[config.mk]
export PLATFORM = sky130hd
export DESIGN_NAME = flow_pc_unit
export DESIGN_NICKNAME = d
export VERILOG_FILES = /design/src/rtl/flow_pc_pkg.sv /design/src/rtl/flow_decode.sv /design/src/rtl/flow_target.sv /design/src/rtl/flow_select.sv /design/src/rtl/flow_pc_reg.sv /design/src/rtl/flow_pc_unit.sv
export SDC_FILE = /design/constraint.sdc
export NUM_CORES = 1
export LEC_CHECK = 0
export BUFFER_PORTS_ARGS = -buffer_cell sky130_fd_sc_hd__buf_4
export CAP_MARGIN = 20
export CORE_UTILIZATION = 49
export CTS_BUF_LIST = sky130_fd_sc_hd__clkbuf_8
export DETAILED_ROUTE_END_ITERATION = 10
export GPL_TIMING_DRIVEN = 0
export PLACE_DENSITY_LB_ADDON = 0.1
export SLEW_MARGIN = 20
export SYNTH_ARGS = -nofsm -noshare
export SYNTH_HDL_FRONTEND = slang
export SYNTH_SLANG_ARGS = --single-unit
[constraint.sdc]
create_clock -name clk -period 5.3 [get_ports clk]
set_input_delay 1.06 -clock clk [delete_from_list [all_inputs] [get_ports clk]]
set_output_delay 1.06 -clock clk [all_outputs]
set_load 0.01 [all_outputs]
[src/rtl/flow_pc_pkg.sv]
`timescale 1ns/1ps
package flow_pc_pkg;

   typedef enum logic [2:0] {
      FK_SEQ  = 3'd0,
      FK_BEQ  = 3'd1,
      FK_BNE  = 3'd2,
      FK_JMP  = 3'd3,
      FK_JAL  = 3'd4,
      FK_JREG = 3'd5
   } flow_kind_t;

   localparam int OPC_W = 6;
   localparam int FN_W  = 6;

   localparam logic [OPC_W-1:0] OPC_SPECIAL = 6'd0;
   localparam logic [OPC_W-1:0] OPC_JMP     = 6'd2;
   localparam logic [OPC_W-1:0] OPC_JAL     = 6'd3;
   localparam logic [OPC_W-1:0] OPC_BEQ     = 6'd4;
   localparam logic [OPC_W-1:0] OPC_BNE     = 6'd5;
   localparam logic [FN_W-1:0]  FN_JREG     = 6'd8;

endpackage

[src/rtl/flow_decode.sv]
`timescale 1ns/1ps
module flow_decode
   import flow_pc_pkg::*;
(
   input  logic [OPC_W-1:0] opcode,
   input  logic [FN_W-1:0]  funct,
   output flow_kind_t       kind
);

   always_comb begin
      unique case (opcode)
         OPC_BEQ:     kind = FK_BEQ;
         OPC_BNE:     kind = FK_BNE;
         OPC_JMP:     kind = FK_JMP;
         OPC_JAL:     kind = FK_JAL;
         OPC_SPECIAL: kind = (funct == FN_JREG) ? FK_JREG : FK_SEQ;
         default:     kind = FK_SEQ;
      endcase
   end

endmodule

[src/rtl/flow_target.sv]
`timescale 1ns/1ps
module flow_target #(
   parameter int ADDR_W = 32,
   parameter int IMM_W  = 16,
   parameter int IDX_W  = 26,
   parameter int SHIFT  = 2
) (
   input  logic [ADDR_W-1:0] pc,
   input  logic [ADDR_W-1:0] pc_inc,
   input  logic [IMM_W-1:0]  imm,
   input  logic [IDX_W-1:0]  idx,
   output logic [ADDR_W-1:0] br_tgt,
   output logic [ADDR_W-1:0] jmp_tgt
);

   localparam int EXT_W  = ADDR_W - IMM_W - SHIFT;
   localparam int KEEP_W = ADDR_W - IDX_W - SHIFT;

   logic [ADDR_W-1:0] disp;

   generate
      if (SHIFT == 0) begin : g_noscale
         assign disp    = {{EXT_W{imm[IMM_W-1]}}, imm};
         assign jmp_tgt = {pc[ADDR_W-1 -: KEEP_W], idx};
      end else begin : g_scale
         assign disp    = {{EXT_W{imm[IMM_W-1]}}, imm, {SHIFT{1'b0}}};
         assign jmp_tgt = {pc[ADDR_W-1 -: KEEP_W], idx, {SHIFT{1'b0}}};
      end
   endgenerate

   assign br_tgt = pc_inc + disp;

endmodule

[src/rtl/flow_select.sv]
`timescale 1ns/1ps
module flow_select
   import flow_pc_pkg::*;
#(
   parameter int ADDR_W = 32
) (
   input  flow_kind_t        kind,
   input  logic              ops_equal,
   input  logic [ADDR_W-1:0] pc_inc,
   input  logic [ADDR_W-1:0] br_tgt,
   input  logic [ADDR_W-1:0] jmp_tgt,
   input  logic [ADDR_W-1:0] reg_tgt,
   output logic [ADDR_W-1:0] next_pc
);

   always_comb begin
      next_pc = pc_inc;
      unique case (kind)
         FK_BEQ:  if (ops_equal)  next_pc = br_tgt;
         FK_BNE:  if (!ops_equal) next_pc = br_tgt;
         FK_JMP,
         FK_JAL:  next_pc = jmp_tgt;
         FK_JREG: next_pc = reg_tgt;
         default: next_pc = pc_inc;
      endcase
   end

endmodule

[src/rtl/flow_pc_reg.sv]
`timescale 1ns/1ps
module flow_pc_reg #(
   parameter int                ADDR_W     = 32,
   parameter logic [ADDR_W-1:0] RESET_ADDR = '0
) (
   input  logic              clk,
   input  logic              rst,
   input  logic              stall,
   input  logic [ADDR_W-1:0] d,
   output logic [ADDR_W-1:0] q
);

   always_ff @(posedge clk) begin
      if (rst)        q <= RESET_ADDR;
      else if (!stall) q <= d;
   end

endmodule

[src/rtl/flow_pc_unit.sv]
`timescale 1ns/1ps
module flow_pc_unit
   import flow_pc_pkg::*;
#(
   parameter int ADDR_W     = 32,
   parameter int INSTR_W    = 32,
   parameter int INSN_BYTES = 4,
   parameter int IMM_W      = 16
) (
   input  logic               clk,
   input  logic               rst,
   input  logic               stall,
   input  logic [INSTR_W-1:0] instr,
   input  logic [ADDR_W-1:0]  rs_val,
   input  logic [ADDR_W-1:0]  rt_val,
   output logic [ADDR_W-1:0]  pc,
   output logic [ADDR_W-1:0]  seq_addr,
   output logic [ADDR_W-1:0]  next_pc,
   output logic [ADDR_W-1:0]  link_addr,
   output logic               link_we
);

   localparam int SHIFT   = $clog2(INSN_BYTES);
   localparam int IDX_W   = INSTR_W - OPC_W;
   localparam int OPC_LSB = INSTR_W - OPC_W;

   generate
      if (INSN_BYTES != (1 << SHIFT)) begin : g_bad_bytes
         $error("INSN_BYTES must be a power of two");
      end
      if (ADDR_W <= IDX_W + SHIFT) begin : g_bad_addr
         $error("ADDR_W too narrow to keep upper PC bits on jumps");
      end
      if (ADDR_W < IMM_W + SHIFT) begin : g_bad_imm
         $error("ADDR_W narrower than scaled displacement");
      end
      if (IMM_W + FN_W > IDX_W) begin : g_bad_fields
         $error("instruction fields overlap the opcode");
      end
   endgenerate

   flow_kind_t        kind;
   logic [ADDR_W-1:0] pc_inc;
   logic [ADDR_W-1:0] br_tgt;
   logic [ADDR_W-1:0] jmp_tgt;

   assign pc_inc = pc + ADDR_W'(INSN_BYTES);

   flow_decode i_decode (
      .opcode (instr[INSTR_W-1:OPC_LSB]),
      .funct  (instr[FN_W-1:0]),
      .kind   (kind)
   );

   flow_target #(
      .ADDR_W (ADDR_W),
      .IMM_W  (IMM_W),
      .IDX_W  (IDX_W),
      .SHIFT  (SHIFT)
   ) i_target (
      .pc      (pc),
      .pc_inc  (pc_inc),
      .imm     (instr[IMM_W-1:0]),
      .idx     (instr[IDX_W-1:0]),
      .br_tgt  (br_tgt),
      .jmp_tgt (jmp_tgt)
   );

   flow_select #(
      .ADDR_W (ADDR_W)
   ) i_select (
      .kind      (kind),
      .ops_equal (rs_val == rt_val),
      .pc_inc    (pc_inc),
      .br_tgt    (br_tgt),
      .jmp_tgt   (jmp_tgt),
      .reg_tgt   (rs_val),
      .next_pc   (next_pc)
   );

   flow_pc_reg #(
      .ADDR_W     (ADDR_W),
      .RESET_ADDR ('0)
   ) i_pc_reg (
      .clk   (clk),
      .rst   (rst),
      .stall (stall),
      .d     (next_pc),
      .q     (pc)
   );

   assign seq_addr  = pc_inc;
   assign link_we   = (kind == FK_JAL) && !stall;
   assign link_addr = (kind == FK_JAL) ? pc_inc : '0;

endmodule

==> out/qor.csv <==
stage;metric;value;unit
critical_path;cp.required;4240;ps
floorplan;fp-row-count;35;
floorplan;die_area;10020;um2
sta;min_period_over_period;1.021;
route;firstDrtPassIters;6;
sta;period_minus_slack;5413;ps
sta;slew_violations;0;
global_routing;grt_usage;0.4307;
yosys;synth_top_flop_cell;dfxtp_1;
sta;fin_skew;10.63;ps
clock_network;cts_buffer_depth;2;
route;viasPerCell;6.442;
route;drt_iter0_markers;646;
cells_and_area;final_nets;1015;
global_routing;gr-usage-met3;0.07312;
run_status;outcome;complete, but fails checks;
yosys;synth-seq-area-share;0.1359;
min_path;hp-class;reg -> reg;
cells_and_area;largestRegisters;i_pc_reg.q (32);
sta;relSlewSlack;0.3712;
cells_and_area;regArea;646.9;um2
clock_network;htree_levels;2;
floorplan;die_w;100.1;um
power;power.density;145.3;nW/um2
clock_network;path_clk_slew;80;ps
sta;hold_viol;0;
critical_path;r2r_start;i_pc_reg.q[6];
critical_path;arrival;4350;ps
yosys;syn-num-nets;778;
yosys;ys.warnings.count;0;
critical_path;rr_endpoint;i_pc_reg.q[26];
run_status;violations;negative setup slack;
clock_network;cts_made_buffers;5;
clock_network;cts_hold_buffers;0;
cells_and_area;fillCellCount;794;
global_routing;overflow;0;
cells_and_area;drive_above_1_share;0.3212;
cells_and_area;final_cell_mix;buf_4, nand2_1, a21oi_1, xor2_1, nor2_1;
clock_network;clock_latency;300;ps
power;power_switching;0.4059;mW
clock_network;cts_tree;built;
global_routing;grtUsageMet1;0.5343;
power;irDropWorstVdd;0.1179;mV
sta;worstMarginPinSlew;943.1;ps
min_path;min_path_cells;2;
yosys;synth_cell_types;71;
yosys;avgSynthCellArea;7.332;um2
global_routing;antenna_found_initial;0;
place;place_congestion;1.009;
sta;setup_viol;8;
place;placed_cells;999;
yosys;synth_edf_count;0;
critical_path;crit_type;in -> out;
place;placed_area;6580;um2
route;ant_nets;0;
critical_path;worst-path-max-fanout;10;
yosys;async_reset_ff_frac;0;
cells_and_area;final_cells;1010;
cells_and_area;largest_register_ffs;32;
cells_and_area;area_growth;43.52;%
floorplan;die_y;100.1;um
place;dp_hpwl;17.17;mm
global_routing;grt_pass1_vias;6099;
sta;rsz0062_at_grt;false;
yosys;syn_inst;643;
place;placement.io_buffers;227;
route;finalWirelength;22.56;mm
power;combPwrFrac;0.498;
clock_network;root_buffer;clkbuf_8;
critical_path;reg2reg_slack;1410;ps
cells_and_area;finalInstanceArea;6766;um2
power;intPower;0.5773;mW
yosys;synth_area;4715;um2
floorplan;initial_core_util;0.5078;
route;wl_per_cell;22.34;um
global_routing;grt.busiest_layer;met2;
power;leakage;3.086;nW
route;vias;6506;
sta;layout_setup_ws;-112.8;ps
route;route.detailed.drc;0;
sta;fmax;184.7;MHz
floorplan;io_pins;228;
global_routing;grt_pass1_wl;32.73;mm
cells_and_area;largest_register;i_pc_reg.q;
cells_and_area;layout_commonest_cell;buf_4;
power;sequentialPowerShare;0.281;
critical_path;r2r_cells;13;
critical_path;end_kind;output port;
global_routing;met2_usage;0.6987;
critical_path;cp-start-kind;input port;
floorplan;core_area;9284;um2
clock_network;cts_sinks;32;
global_routing;grt_max_degree;19;
power;swShare;0.4129;
min_path;hold_end;i_pc_reg.q[3];
yosys;ys_ff_latch;32;
job;drv_cap;0;
min_path;hp-start;i_pc_reg.q[3];
power;clock_power_share;0.221;
cells_and_area;multi_input_area;3859;um2
cells_and_area;n_antenna_cell;0;
[critical path, stage by stage]
cell and delay (ps):
buf_4 130, nor4_1 290, and4b_1 320, and2_1 150, clkbuf_1 410, clkbuf_1 740, clkbuf_1 680, a222oi_1 150
o21ai_0 220, buf_4 190
[per-stage QoR]
stage / TNS, ps / worst slack, ps / hold WS [ps] / utilization / total power, mW
finish: -603.5 / -112.8 / 513.4 / 0.7288 / 0.9832
global route: 0 / 3.308 / 544.3 / 0.7288 / 1.019
CTS: 0 / 22.75 / 528.7 / 0.7209 / 0.9568
detailed placement: 0 / 92.12 / 518.6 / 0.7088 / 0.7490
global placement: 0 / 134.5 / 498.0 / 0.7088 / 0.7400
floorplan: 0 / 652.7 / 521.7 / - / 0.5339
[kinds of logic (layout without fill, tap and decap cells)]
family | after synthesis | after routing | share of synthesized area
AOI/OAI and AO/OA | 190 | 190 | 0.2850
xor gates and xnor gates | 82 | 82 | 0.1539
adders and majority gates | 36 | 36 | 0.09713
buffers and inverters | 59 | 297 | 0.05918
DFF | 32 | 32 | 0.1359
muxes | 3 | 3 | 0.006635
and+or+nand+nor | 241 | 241 | 0.2622
[power by group through the flow]
stage	logic [mW]	registers, mW	clock network [mW]
global placement	0.461	0.279	0
detailed placement	0.469	0.280	0
finish	0.490	0.276	0.217
global route	0.518	0.278	0.222
floorplan	0.254	0.280	0
CTS	0.472	0.274	0.210
[repair_timing]
action,CTS,global route
pin swaps,1,1
gates resized for setup,3,16
setup buffers,1,3
setup endpoints to repair,7,8
cloned,0,0
[how the worst max path moves through the flow]
stage               slack (ps)           to           from  cells past startpoint
detailed placement          90  next_pc[31]  i_pc_reg.q[2]                     14
global placement           130  next_pc[30]  i_pc_reg.q[2]                     16
finish                    -110  next_pc[11]       instr[4]                     10
global route                 3  next_pc[31]  i_pc_reg.q[6]                     15
CTS                         20  next_pc[29]  i_pc_reg.q[2]                     17
floorplan                  650  next_pc[31]  i_pc_reg.q[2]                     14
[cell type report]
cell class / instances / area share
repair buffers: 231 / 0.2563
flip-flops and latches: 32 / 0.09560
inverters: 27 / 0.01498
multi-input cells: 552 / 0.5703
clock buffers: 6 / 0.01220
clock inverters: 2 / 0.001109
well taps: 129 / 0.02385
plain buffers: 31 / 0.02570
[Yosys cell counts (3+ instances only)]
cell type | number | area share
nand2_1 | 79 | 0.063
a21oi_1 | 50 | 0.053
xor2_1 | 47 | 0.087
nor2_1 | 45 | 0.036
o21ai_0 | 36 | 0.038
ha_1 | 35 | 0.093
xnor2_1 | 34 | 0.063
dfxtp_1 | 32 | 0.14
inv_1 | 26 | 0.021
nor2b_1 | 25 | 0.033
clkbuf_1 | 23 | 0.018
a222oi_1 | 19 | 0.040
nand3_1 | 16 | 0.017
nor3_1 | 13 | 0.014
nor4_1 | 13 | 0.017
o21a_1 | 13 | 0.021
a311oi_1 | 11 | 0.020
nand4_1 | 10 | 0.013
and3_1 | 9 | 0.012
a22o_1 | 8 | 0.015
a221o_1 | 7 | 0.015
a211oi_1 | 5 | 0.0080
nand2b_1 | 5 | 0.0066
o211ai_1 | 5 | 0.0080
a21o_1 | 4 | 0.0064
a41oi_1 | 4 | 0.0074
clkbuf_8 | 4 | 0.012
a31oi_1 | 3 | 0.0040
and2_1 | 3 | 0.0040
o21bai_1 | 3 | 0.0048
[per-layer routing]
metal	vias to the layer above	share of wire
li1	2852	-
met5	-	0
met4	0	0.057
met1	3043	0.36
met2	504	0.46
met3	107	0.12
No activity file was read; power rests on OpenSTA's default activity.
